**config.mk**
```make
export PLATFORM = sky130hd
export DESIGN_NAME = usart_tx_engine
export DESIGN_NICKNAME = d
export VERILOG_FILES = /design/src/rtl/usart_tx_pkg.sv /design/src/rtl/usart_tx_ctlreg.sv /design/src/rtl/usart_tx_holdreg.sv /design/src/rtl/usart_tx_clkevt.sv /design/src/rtl/usart_tx_shifter.sv /design/src/rtl/usart_tx_engine.sv
export SDC_FILE = /design/constraint.sdc
export NUM_CORES = 1
export LEC_CHECK = 0
export BUFFER_PORTS_ARGS = -buffer_cell sky130_fd_sc_hd__buf_2
export CAP_MARGIN = 20
export CORE_MARGIN = 5
export CORE_UTILIZATION = 42
export DETAILED_ROUTE_END_ITERATION = 7
export PLACE_DENSITY = 0.72
export RECOVER_POWER = 100
export SLEW_MARGIN = 20
export SYNTH_ARGS = -nofsm -noshare
export SYNTH_HDL_FRONTEND = slang
export SYNTH_SLANG_ARGS = --single-unit
```
**constraint.sdc**
```tcl
create_clock -name clk -period 3.6 [get_ports clk]
set_input_delay 0.54 -clock clk [delete_from_list [all_inputs] [get_ports clk]]
set_output_delay 0.54 -clock clk [all_outputs]
set_load 0.05 [all_outputs]
```
**src/rtl/usart_tx_pkg.sv**
```systemverilog
package usart_tx_pkg;
   localparam int CTL_W   = 8;
   localparam int B_SYNC  = 0;
   localparam int B_MAST  = 1;
   localparam int B_NINE  = 2;
   localparam int B_TXEN  = 3;
   localparam int B_HISPD = 4;
   localparam int B_RSVD  = 5;
   localparam int B_EMPTY = 6;
   localparam int B_D9    = 7;

   typedef struct packed {
      logic d9;
      logic hispd;
      logic txen;
      logic nine;
      logic master;
      logic sync;
   } cfg_t;
endpackage

```
**src/rtl/usart_tx_ctlreg.sv**
```systemverilog
module usart_tx_ctlreg
   import usart_tx_pkg::*;
(
   input  logic             clk,
   input  logic             rst_n,
   input  logic             wr,
   input  logic [CTL_W-1:0] wdata,
   input  logic             empty,
   output cfg_t             cfg,
   output logic [CTL_W-1:0] rdata
);
   logic unused_wbits;
   assign unused_wbits = ^{wdata[B_RSVD], wdata[B_EMPTY]};

   always_ff @(posedge clk) begin
      if (!rst_n) begin
         cfg <= '0;
      end else if (wr) begin
         cfg.d9     <= wdata[B_D9];
         cfg.hispd  <= wdata[B_HISPD];
         cfg.txen   <= wdata[B_TXEN];
         cfg.nine   <= wdata[B_NINE];
         cfg.master <= wdata[B_MAST];
         cfg.sync   <= wdata[B_SYNC];
      end
   end

   always_comb begin
      rdata          = '0;
      rdata[B_SYNC]  = cfg.sync;
      rdata[B_MAST]  = cfg.master;
      rdata[B_NINE]  = cfg.nine;
      rdata[B_TXEN]  = cfg.txen;
      rdata[B_HISPD] = cfg.hispd;
      rdata[B_EMPTY] = empty;
      rdata[B_D9]    = cfg.d9;
   end
endmodule

```
**src/rtl/usart_tx_holdreg.sv**
```systemverilog
module usart_tx_holdreg #(
   parameter int DATA_W = 8
) (
   input  logic              clk,
   input  logic              rst_n,
   input  logic              wr,
   input  logic [DATA_W-1:0] wdata,
   input  logic              d9,
   input  logic              take,
   output logic              full,
   output logic [DATA_W:0]   data
);
   always_ff @(posedge clk) begin
      if (!rst_n) begin
         full <= 1'b0;
         data <= '0;
      end else if (wr) begin
         full <= 1'b1;
         data <= {d9, wdata};
      end else if (take) begin
         full <= 1'b0;
      end
   end
endmodule

```
**src/rtl/usart_tx_clkevt.sv**
```systemverilog
module usart_tx_clkevt #(
   parameter int SYNC_STAGES = 2
) (
   input  logic clk,
   input  logic rst_n,
   input  logic busy,
   input  logic sync,
   input  logic master,
   input  logic tick_hi,
   input  logic ext_clk,
   output logic fall_ev,
   output logic rise_ev,
   output logic ck_q
);
   logic [SYNC_STAGES-1:0] sc;
   logic                   prev;
   logic                   cur;

   assign cur = sc[SYNC_STAGES-1];

   always_ff @(posedge clk) begin
      if (!rst_n) begin
         sc   <= '1;
         prev <= 1'b1;
      end else begin
         sc   <= {sc[SYNC_STAGES-2:0], ext_clk};
         prev <= cur;
      end
   end

   always_ff @(posedge clk) begin
      if (!rst_n || !busy)
         ck_q <= 1'b1;
      else if (sync && master && tick_hi)
         ck_q <= ~ck_q;
   end

   logic m_act, s_act;
   assign m_act = busy && sync && master && tick_hi;
   assign s_act = busy && sync && !master;

   assign fall_ev = (m_act && ck_q) || (s_act && prev && !cur);
   assign rise_ev = (m_act && !ck_q) || (s_act && !prev && cur);
endmodule

```
**src/rtl/usart_tx_shifter.sv**
```systemverilog
module usart_tx_shifter #(
   parameter int DATA_W = 8
) (
   input  logic            clk,
   input  logic            rst_n,
   input  logic            load,
   input  logic            sync,
   input  logic            nine,
   input  logic [DATA_W:0] data,
   input  logic            adv,
   input  logic            fall_ev,
   input  logic            rise_ev,
   output logic            busy,
   output logic            line,
   output logic            dt_q
);
   localparam int FRAME_W = DATA_W + 3;
   localparam int CNT_W   = $clog2(FRAME_W + 1);
   localparam logic [CNT_W-1:0] C_S8 = CNT_W'(DATA_W);
   localparam logic [CNT_W-1:0] C_S9 = CNT_W'(DATA_W + 1);
   localparam logic [CNT_W-1:0] C_A8 = CNT_W'(DATA_W + 2);
   localparam logic [CNT_W-1:0] C_A9 = CNT_W'(DATA_W + 3);

   logic [FRAME_W-1:0] shreg;
   logic [CNT_W-1:0]   cnt;
   logic               half;
   logic               step;

   assign step = busy && (sync ? (rise_ev && half) : adv);
   assign line = busy ? shreg[0] : 1'b1;

   always_ff @(posedge clk) begin
      if (!rst_n) begin
         busy  <= 1'b0;
         shreg <= '1;
         cnt   <= '0;
         half  <= 1'b0;
         dt_q  <= 1'b1;
      end else if (load) begin
         busy <= 1'b1;
         half <= 1'b0;
         if (sync) begin
            shreg <= {2'b11, data};
            cnt   <= nine ? C_S9 : C_S8;
         end else begin
            shreg <= nine ? {1'b1, data, 1'b0} : {2'b11, data[DATA_W-1:0], 1'b0};
            cnt   <= nine ? C_A9 : C_A8;
         end
      end else if (busy) begin
         if (sync && fall_ev) begin
            dt_q <= shreg[0];
            half <= 1'b1;
         end
         if (step) begin
            shreg <= {1'b1, shreg[FRAME_W-1:1]};
            cnt   <= cnt - 1'b1;
            half  <= 1'b0;
            if (cnt == CNT_W'(1))
               busy <= 1'b0;
         end
      end
   end
endmodule

```
**src/rtl/usart_tx_engine.sv**
```systemverilog
module usart_tx_engine
   import usart_tx_pkg::*;
#(
   parameter int DATA_W      = 8,
   parameter int SYNC_STAGES = 2
) (
   input  logic              clk,
   input  logic              rst_n,
   input  logic              port_en,
   input  logic              ctl_wr,
   input  logic [7:0]        ctl_wdata,
   output logic [7:0]        ctl_rdata,
   input  logic              dat_wr,
   input  logic [DATA_W-1:0] dat_wdata,
   input  logic              rx_req,
   input  logic              tick_hi,
   input  logic              tick_lo,
   input  logic              ck_pin_i,
   output logic              txck_o,
   output logic              txck_oe,
   output logic              dt_o,
   output logic              dt_oe
);
   if (DATA_W < 5 || DATA_W > 16) begin : g_bad_width
      $error("usart_tx_engine: DATA_W must be within 5..16");
   end
   if (SYNC_STAGES < 2) begin : g_bad_sync
      $error("usart_tx_engine: SYNC_STAGES must be at least 2");
   end
   if (CTL_W != 8) begin : g_bad_ctl
      $error("usart_tx_engine: control register must be 8 bits");
   end

   cfg_t            cfg;
   logic            busy, line, dt_q, ck_q;
   logic            fall_ev, rise_ev;
   logic            hold_full, load, txen_eff, adv;
   logic [DATA_W:0] hold_data;

   assign txen_eff = cfg.txen && !(cfg.sync && rx_req);
   assign load     = hold_full && !busy && txen_eff && port_en;
   assign adv      = cfg.hispd ? tick_hi : tick_lo;

   usart_tx_ctlreg u_ctl (
      .clk(clk), .rst_n(rst_n), .wr(ctl_wr), .wdata(ctl_wdata),
      .empty(!busy), .cfg(cfg), .rdata(ctl_rdata)
   );

   usart_tx_holdreg #(.DATA_W(DATA_W)) u_hold (
      .clk(clk), .rst_n(rst_n), .wr(dat_wr), .wdata(dat_wdata),
      .d9(cfg.d9), .take(load), .full(hold_full), .data(hold_data)
   );

   usart_tx_clkevt #(.SYNC_STAGES(SYNC_STAGES)) u_evt (
      .clk(clk), .rst_n(rst_n), .busy(busy), .sync(cfg.sync),
      .master(cfg.master), .tick_hi(tick_hi), .ext_clk(ck_pin_i),
      .fall_ev(fall_ev), .rise_ev(rise_ev), .ck_q(ck_q)
   );

   usart_tx_shifter #(.DATA_W(DATA_W)) u_shift (
      .clk(clk), .rst_n(rst_n), .load(load), .sync(cfg.sync),
      .nine(cfg.nine), .data(hold_data), .adv(adv),
      .fall_ev(fall_ev), .rise_ev(rise_ev),
      .busy(busy), .line(line), .dt_q(dt_q)
   );

   assign txck_o  = cfg.sync ? ck_q : line;
   assign txck_oe = port_en && !(cfg.sync && !cfg.master);
   assign dt_o    = dt_q;
   assign dt_oe   = port_en && cfg.sync;
endmodule

```
* After elaboration in Yosys (flattened, before gate mapping)
Cells that the tools add are included.
** Storage, ports and cells
- Flip-flop bits (word level) :: 38
- Input port bits :: 25
- Output and inout port bits :: 12
- Logic and storage cells :: 86
** Cells by class
- Add/sub/neg operators :: 1
- Equal/unequal tests :: 1
- Multiplexer cells :: 23
- Bitwise gates (word level) :: 3
- Reduce and logical (&&, ||, !) cells :: 42
** Operators by type and width (number)
- two-way mux 11 bit :: 4
- logical AND 1 bit :: 23
- two-way mux 4 bit :: 4
- two-way mux 1 bit :: 14
- two-way mux 10 bit :: 1
- logical NOT 1 bit :: 8
- nonzero test 2 bit :: 4
- equality test 4 x 1 -> 1 bit (second input constant) :: 1
- AND reduction 2 bit :: 2
- subtractor 4 x 1 -> 4 bit (second input constant) :: 1
- logical OR 1 bit :: 3
- NOT 1 bit :: 3
- AND reduction 3 bit :: 1
- OR reduction 2 bit :: 1

* Depth between registers and ports, before layout
Gate-level depths: netlist of the first run.
- Word-level depth :: 11
- Gate-level depth with buffers :: 6
- Depth with buffers taken out :: 4

* By module
A second synthesis of the first run with hierarchy kept.
** Second synthesis, totals
- Cells, all modules :: 204
- Area total of the unflattened synthesis :: 1951.9 um^2
** By module, submodules not included
- usart_tx_shifter :: instances 1, cells each 120, area each 1058.5 um^2, sequential area each 340.3 um^2
- usart_tx_holdreg :: instances 1, cells each 31, area each 371.6 um^2, sequential area each 200.2 um^2
- usart_tx_ctlreg :: instances 1, cells each 28, area each 292.8 um^2, sequential area each 120.1 um^2
- usart_tx_clkevt :: instances 1, cells each 17, area each 166.4 um^2, sequential area each 80.1 um^2
- usart_tx_engine :: instances 1, cells each 8, area each 62.6 um^2, sequential area each 0.0 um^2

* Worst setup path before layout of the first run
No wires, ideal clock.
- Kind :: register to output
- Start :: register, netlist name u_ctl.cfg[0]
- End :: output txck_oe
- Data arrival time :: 1.902 ns
- Setup slack :: 1.158 ns
- Stages on the path, launching flop included :: 4
- Cells stage by stage :: dfxtp_1 > buf_2 > buf_2 > a21boi_0
** Between the ends
- Longest elaborated chain between the ends :: 3
** RTL lines
- logical AND 1 bit :: RTL line usart_tx_engine.sv:68 : assign txck_oe = port_en && !(cfg.sync && !cfg.master);
- logical NOT 1 bit :: RTL line usart_tx_engine.sv:68
- logical AND 1 bit :: RTL line usart_tx_engine.sv:68
- end: declaration :: RTL line usart_tx_engine.sv:20 : output logic txck_oe,
No other way between the ends.

* Final worst setup path of the first run
- Start :: register, netlist name u_ctl.cfg[0]
- End :: output txck_o
** Between the ends
- Longest elaborated chain between the ends :: 1
** RTL lines
- two-way mux 1 bit :: RTL line usart_tx_engine.sv:67 : assign txck_o = cfg.sync ? ck_q : line;
- end: declaration :: RTL line usart_tx_engine.sv:19 : output logic txck_o,
No other way between the ends.

==> results.tsv, run 1 <==
metric	value	unit
share of cells above drive strength 1	0.168	
Die X	75.2	um
maximum VDD drop	0.250	mV
Fin Clk Skew	0.00453	ns
DR pass1 iterations	4	
Num CTS Buffers	5	
Clock power frac	0.400	
Final Hold Violating Endpoints	0	
Slew HR	0.263	
global-route wire length before repair	6400	um
kind of critical path	reg -> out	
Pint	669	uW
max-cap viol count	0	
Tcrit/Tclk final	0.731	
Post-Syn Area	0.00179	mm2
Critical Path RT	3.06	ns
routed wire length	3710	um
total number of vias	1447	
dominant cells by area after synthesis	dfxtp_1, mux2i_1, nor2_1, a32oi_1, buf_4	
drt wl/cell	14.0	um
largest net degree at the start of global routing	26	
Die ar.	0.00566	mm2
Site Rows	23	
Finished Layout Cells	264	
Max Slew Vio Count	0	
sequential area share after synthesis	0.415	
# Post-CTS Setup Buffers	0	
clock slew at reported path FFs	0.07	ns
Net Sw Frac	0.251	
Hold Crit Start	u_evt.sc[0]$_SDFF_PN1_	
clk_lat worst skew	0.29	ns
R2R Setup Slk	1.00	ns
Resize count post-CTS	0	
Power Dens Cells	450	mW/mm2
fmax	380	MHz
All-Layer GR Usage	0.147	
TritonCTS clock tree	built	
final setup violation count	0	
post-synth cell types	43	
chip height	75.2	um
setup TNS	0	ns
top cell type's share of synthesized area	0.415	
crit path cell chain	nor2_1, a21oi_1, clkbuf_1	
Reg2Reg Depth	4	
n_diodes	0	
Worst Hold Depth	1	
HP Class	reg -> reg	
post-synth top area cell	dfxtp_1	
# DRC	0	
Final GP Congestion	0.774	
unrepaired setup endpoints after global routing	no	
CP delay by family, top	flip-flops	
YS warnings	0	
crit path from	u_ctl.cfg[0]$_SDFFE_PN0P_	
syn_nets	220	
sequential fraction of design power	0.497	
CTS Root Cell	clkbuf_8	
number of global-route vias before repair	1379	
initial drt markers	70	
Post-synth EDFFs	0	
core area	0.00406	mm2
placed cells	256	
crit path buf inv count	1	
GR Overflow Total	0	
count leader, synth	dfxtp_1	
CTS sink count	37	
Final ANT Viol Nets	0	
top-level I/O count	37	
crit path max fanout	25	
mean post-synth cell area	9.26	um2
slowest CP cell	dfxtp_1	
Worst EP arrival	2.09	ns
Gate Count Post-Synth	193	
max incr delay on CP	1.06	ns
Via-to-Cell Ratio	5.48	
initial antenna violation count	0	
worst slew pin tran	1.10	ns
hold_buf cts	0	
H-tree depth	2	
Synth Flop Type	dfxtp_1	
Initial Util	0.440	
CP Launch Type	flop	
Longest Clk Path Bufs	2	
minimum clock period	2.63	ns
Leakage	0.000835	uW
Stages on worst setup path	3	
Final Util	0.489	
Layout Nets	240	
synth cell count leaders	dfxtp_1, mux2i_1, nor2_1	
crit path capture type	output pin	
outcome	finished clean	
RR Startpoint	u_ctl.cfg[0]$_SDFFE_PN0P_	
FFs w/ async S/R, synth	0	
P_sw	225	uW
HPWL Detailed	2500	um
number of I/O port buffers	33	
Synth-to-Final Area Change	11.1	%
#FFs+latches synth	37	
Combinational Power Share	0.102	
## metal layers
layer  routed length (um)  track usage  up-vias  share of wire
met5                    0            0        -              0
met4                   50       0.0544        0          0.013
met3                  177       0.0387        5          0.048
met2                 1780        0.237       29           0.48
met1                 1700        0.189      685           0.46
li1                     -            -      728              -
## kinds of logic after synthesis
kind of cell | after synthesis | share of synthesized area
fa+ha+maj | 2 | 0.0140
xor+xnor | 1 | 0.00490
compound gates | 38 | 0.151
mux | 26 | 0.146
simple gates | 62 | 0.186
other cells | 1 | 0.00210
buf+inv | 26 | 0.0819
flops | 37 | 0.415
## registers in the layout, indices dropped and copies added (netlist names)
name           count
u_evt.sc           2
u_ctl.cfg          6
u_evt.ck_q         1
u_shift.half       1
u_shift.shreg     10
u_hold.full        1
u_evt.prev         1
u_hold.data        9
u_shift.dt_q       1
u_shift.cnt        4
u_shift.busy       1
## cell type report
class,count,area [um2]
Tap cell,50,62.6
Clock buffer,5,68.8
Timing Repair Buffer,33,150
Fill cell,413,2070
Sequential cell,37,741
Inverter,6,22.5
Clock inverter,3,46.3
Multi-Input combinational cell,130,895
## path summary, 6_finish.rpt
path / to
min reg2reg: u_evt.sc[1]$_SDFF_PN1_
max reg2reg: u_shift.half$_SDFFE_PP0P_
min: u_evt.sc[1]$_SDFF_PN1_
max: txck_o
## stage by stage
stage	setup WS, ns	hold WS [ns]	instance area, um2	power, uW
after detailed placement	1.22	0.406	1890	548
after CTS	1.14	0.426	2010	906
after global routing	0.736	0.431	1990	939
after global placement	1.24	0.399	1890	546
final	0.967	0.425	1990	894
after floorplan	1.16	0.386	1790	525
## power by group through the flow
stage               combinational, uW  sequential (uW)  clock [uW]
global route                      101              447         390
floorplan                        75.6              449           0
CTS                              94.4              445         367
detailed placement               93.9              454           0
global placement                 92.7              454           0
finish                           91.5              445         358
## placed cells by master, fill, tap and decap left out, types with 2 or more instances in the layout
master    instances
a21oi_1           5
a31o_2            2
a32oi_1           9
buf_2            21
clkbuf_1         12
clkbuf_8          5
dfxtp_1          37
ha_1              2
inv_1             6
mux2i_1          25
nand2_1           9
nand2b_1          3
nand3_1          13
nor2_1           22
nor3_1            2
o21ai_0           4
o21ai_1          10
(Power assumes the default switching activity.)
==> run 2: changes to the inputs <==
==> constraint.sdc (replaced) <==
create_clock -name clk -period 2.58 [get_ports clk]
set_input_delay 0.387 -clock clk [delete_from_list [all_inputs] [get_ports clk]]
set_output_delay 0.387 -clock clk [all_outputs]
set_load 0.05 [all_outputs]
==> results.tsv, run 2 (synthesis results as in run 1) <==
metric	value	unit	change
worst slew pin tran	0.884	ns	-0.221 ns
Die ar.	0.00566	mm2	unchanged
top-level I/O count	37		unchanged
power consumption	1130	uW	+27%
Fin Clk Skew	0.00167	ns	-0.00286 ns
Longest Clk Path Bufs	2		unchanged
global-route wire length before repair	6310	um	-1.5%
minimum clock period	1.97	ns	
Slew HR	0.408		+0.145
Layout Nets	243		+1.3%
initial drt markers	96		+37%
drt wl/cell	14.1	um	+0.37%
setup TNS	0	ns	unchanged
chip height	75.2	um	unchanged
TritonCTS clock tree	built		
Site Rows	23		unchanged
pre-CTS setup slack	0.655	ns	-0.569 ns
Max Slew Vio Count	0		unchanged
filler cell count	407		-1.5%
Synth-to-Final Area Change	10.3	%	
number of flip-flops in the largest register	10		unchanged
Tcrit/Tclk final	0.762		
crit path cell chain	nor2_1, a21oi_1, clkbuf_1		
Num CTS Buffers	5		unchanged
initial antenna violation count	0		unchanged
HPWL Detailed	2620	um	+5.0%
final setup violation count	0		unchanged
H-tree depth	2		unchanged
crit path max fanout	14		-44%
Reg with most FFs	u_shift.shreg		
commonest non-fill, non-tap cell in the layout	dfxtp_1		
CP Launch Type	flop		
maximum VDD drop	0.366	mV	+46%
CTS Root Cell	clkbuf_8		
HP Class	in -> reg		
Power Dens Cells	576	mW/mm2	+28%
crit path capture type	output pin		
Via-to-Cell Ratio	5.40		-1.5%
share of cells above drive strength 1	0.180		+0.0115
Final GP Congestion	0.772		-0.23%
Worst EP arrival	1.58	ns	-0.51 ns
# DRC	0		unchanged
GR Overflow Total	0		unchanged
Leakage	0.000827	uW	-1.0%
All-Layer GR Usage	0.149		+0.00190
unrepaired setup endpoints after global routing	no		
fin worst setup slack	0.613	ns	-0.354 ns
Critical Path RT	2.19	ns	-0.87 ns
hold_buf cts	0		unchanged
Worst Hold Depth	2		+1
total number of vias	1441		-0.41%
DR pass1 iterations	4		unchanged
CTS sink count	37		unchanged
clock slew at reported path FFs	0.07	ns	about the same
Final Hold Violating Endpoints	0		unchanged
outcome	finished clean		
core area	0.00406	mm2	unchanged
slowest CP cell	dfxtp_1		
Largest regs	u_shift.shreg x10, u_hold.data x9, u_ctl.cfg x6		
max-cap viol count	0		unchanged
number of global-route vias before repair	1352		-2.0%
Reg2Reg Depth	4		unchanged
most frequent cells in the layout	dfxtp_1, mux2i_1, nor2_1		
largest net degree at the start of global routing	18		-31%
fmax	508	MHz	
routed wire length	3760	um	+1.5%
number of I/O port buffers	33		unchanged
kind of critical path	reg -> out		
max incr delay on CP	0.59	ns	-0.47 ns
n_diodes	0		unchanged
Die X	75.2	um	unchanged
# Post-CTS Setup Buffers	0		unchanged
Resize count post-CTS	0		unchanged
Final ANT Viol Nets	0		unchanged
clk_lat worst skew	0.29	ns	about the same
Initial Util	0.440		unchanged
[run 2: cell count changes in the layout (fill, tap and decap cells not counted)]
cell | before | now
nor3b_4 | 1 | 0
o21ai_0 | 4 | 10
o21ai_1 | 10 | 4
clkinvlp_4 | 1 | 0
clkinv_4 | 1 | 0
nor3b_2 | 0 | 1
a21oi_2 | 1 | 2
clkinv_2 | 0 | 2
bufinv_16 | 1 | 0
buf_4 | 0 | 2
a21oi_1 | 5 | 4
clkbuf_1 | 12 | 14
o2111a_1 | 1 | 0
o2111a_2 | 0 | 1
[run 2: routing by layer]
layer	part of all wire	global-route usage
met5	0	0
met3	0.049	0.0414
met1	0.46	0.196
met2	0.47	0.222
met4	0.028	0.0757
[run 2: report_power, final]
group	switching [uW]	internal, uW	leakage (uW)	total (uW)
clock network	199	187	0.0000450	385
registers	21.6	595	0.000303	616
logic	82.1	51.0	0.000479	133
total	302	832	0.000827	1130
[run 2: critical path, delay by kind of cell (launching register included)]
| family | cells | cell delay [ns] |
|---|---|---|
| DFF | 1 | 0.59 |
| and+or+nand+nor | 1 | 0.08 |
| AOI/OAI and AO/OA | 1 | 0.15 |
| buffers and inverters | 1 | 0.48 |
[run 2: metrics by stage]
stage | util | hold slack, ns | instances | cell area (um2)
finish | 0.486 | 0.280 | 267 | 1970
global route | 0.486 | 0.292 | 267 | 1970
CTS | 0.492 | 0.280 | 267 | 2000
detailed placement | 0.471 | 0.410 | 259 | 1910
global placement | 0.471 | 0.404 | 259 | 1910
floorplan | - | 0.386 | 193 | 1790
[run 2: area by class of cell]
cell class                 count  area (um2)  share of cell area
multi-input combinational    130         893               0.453
sequential                    37         741               0.376
timing repair buffer          36         169              0.0857
clock buffer                   6        72.6              0.0368
tap                           50        62.6              0.0317
inverter                       6        22.5              0.0114
clock inverter                 2        10.0             0.00508
[run 2: worst paths after layout]
| kind | startpoint | to | slack, ns |
|---|---|---|---|
| setup reg to reg | u_shift.busy$_SDFF_PN0_ | u_shift.cnt[1]$_SDFFE_PN0P_ | 0.65 |
| hold / removal | ck_pin_i | u_evt.sc[0]$_SDFF_PN1_ | 0.28 |
| setup / recovery | u_ctl.cfg[0]$_SDFFE_PN0P_ | txck_o | 0.61 |
| hold reg to reg | u_evt.sc[0]$_SDFF_PN1_ | u_evt.sc[1]$_SDFF_PN1_ | 0.42 |
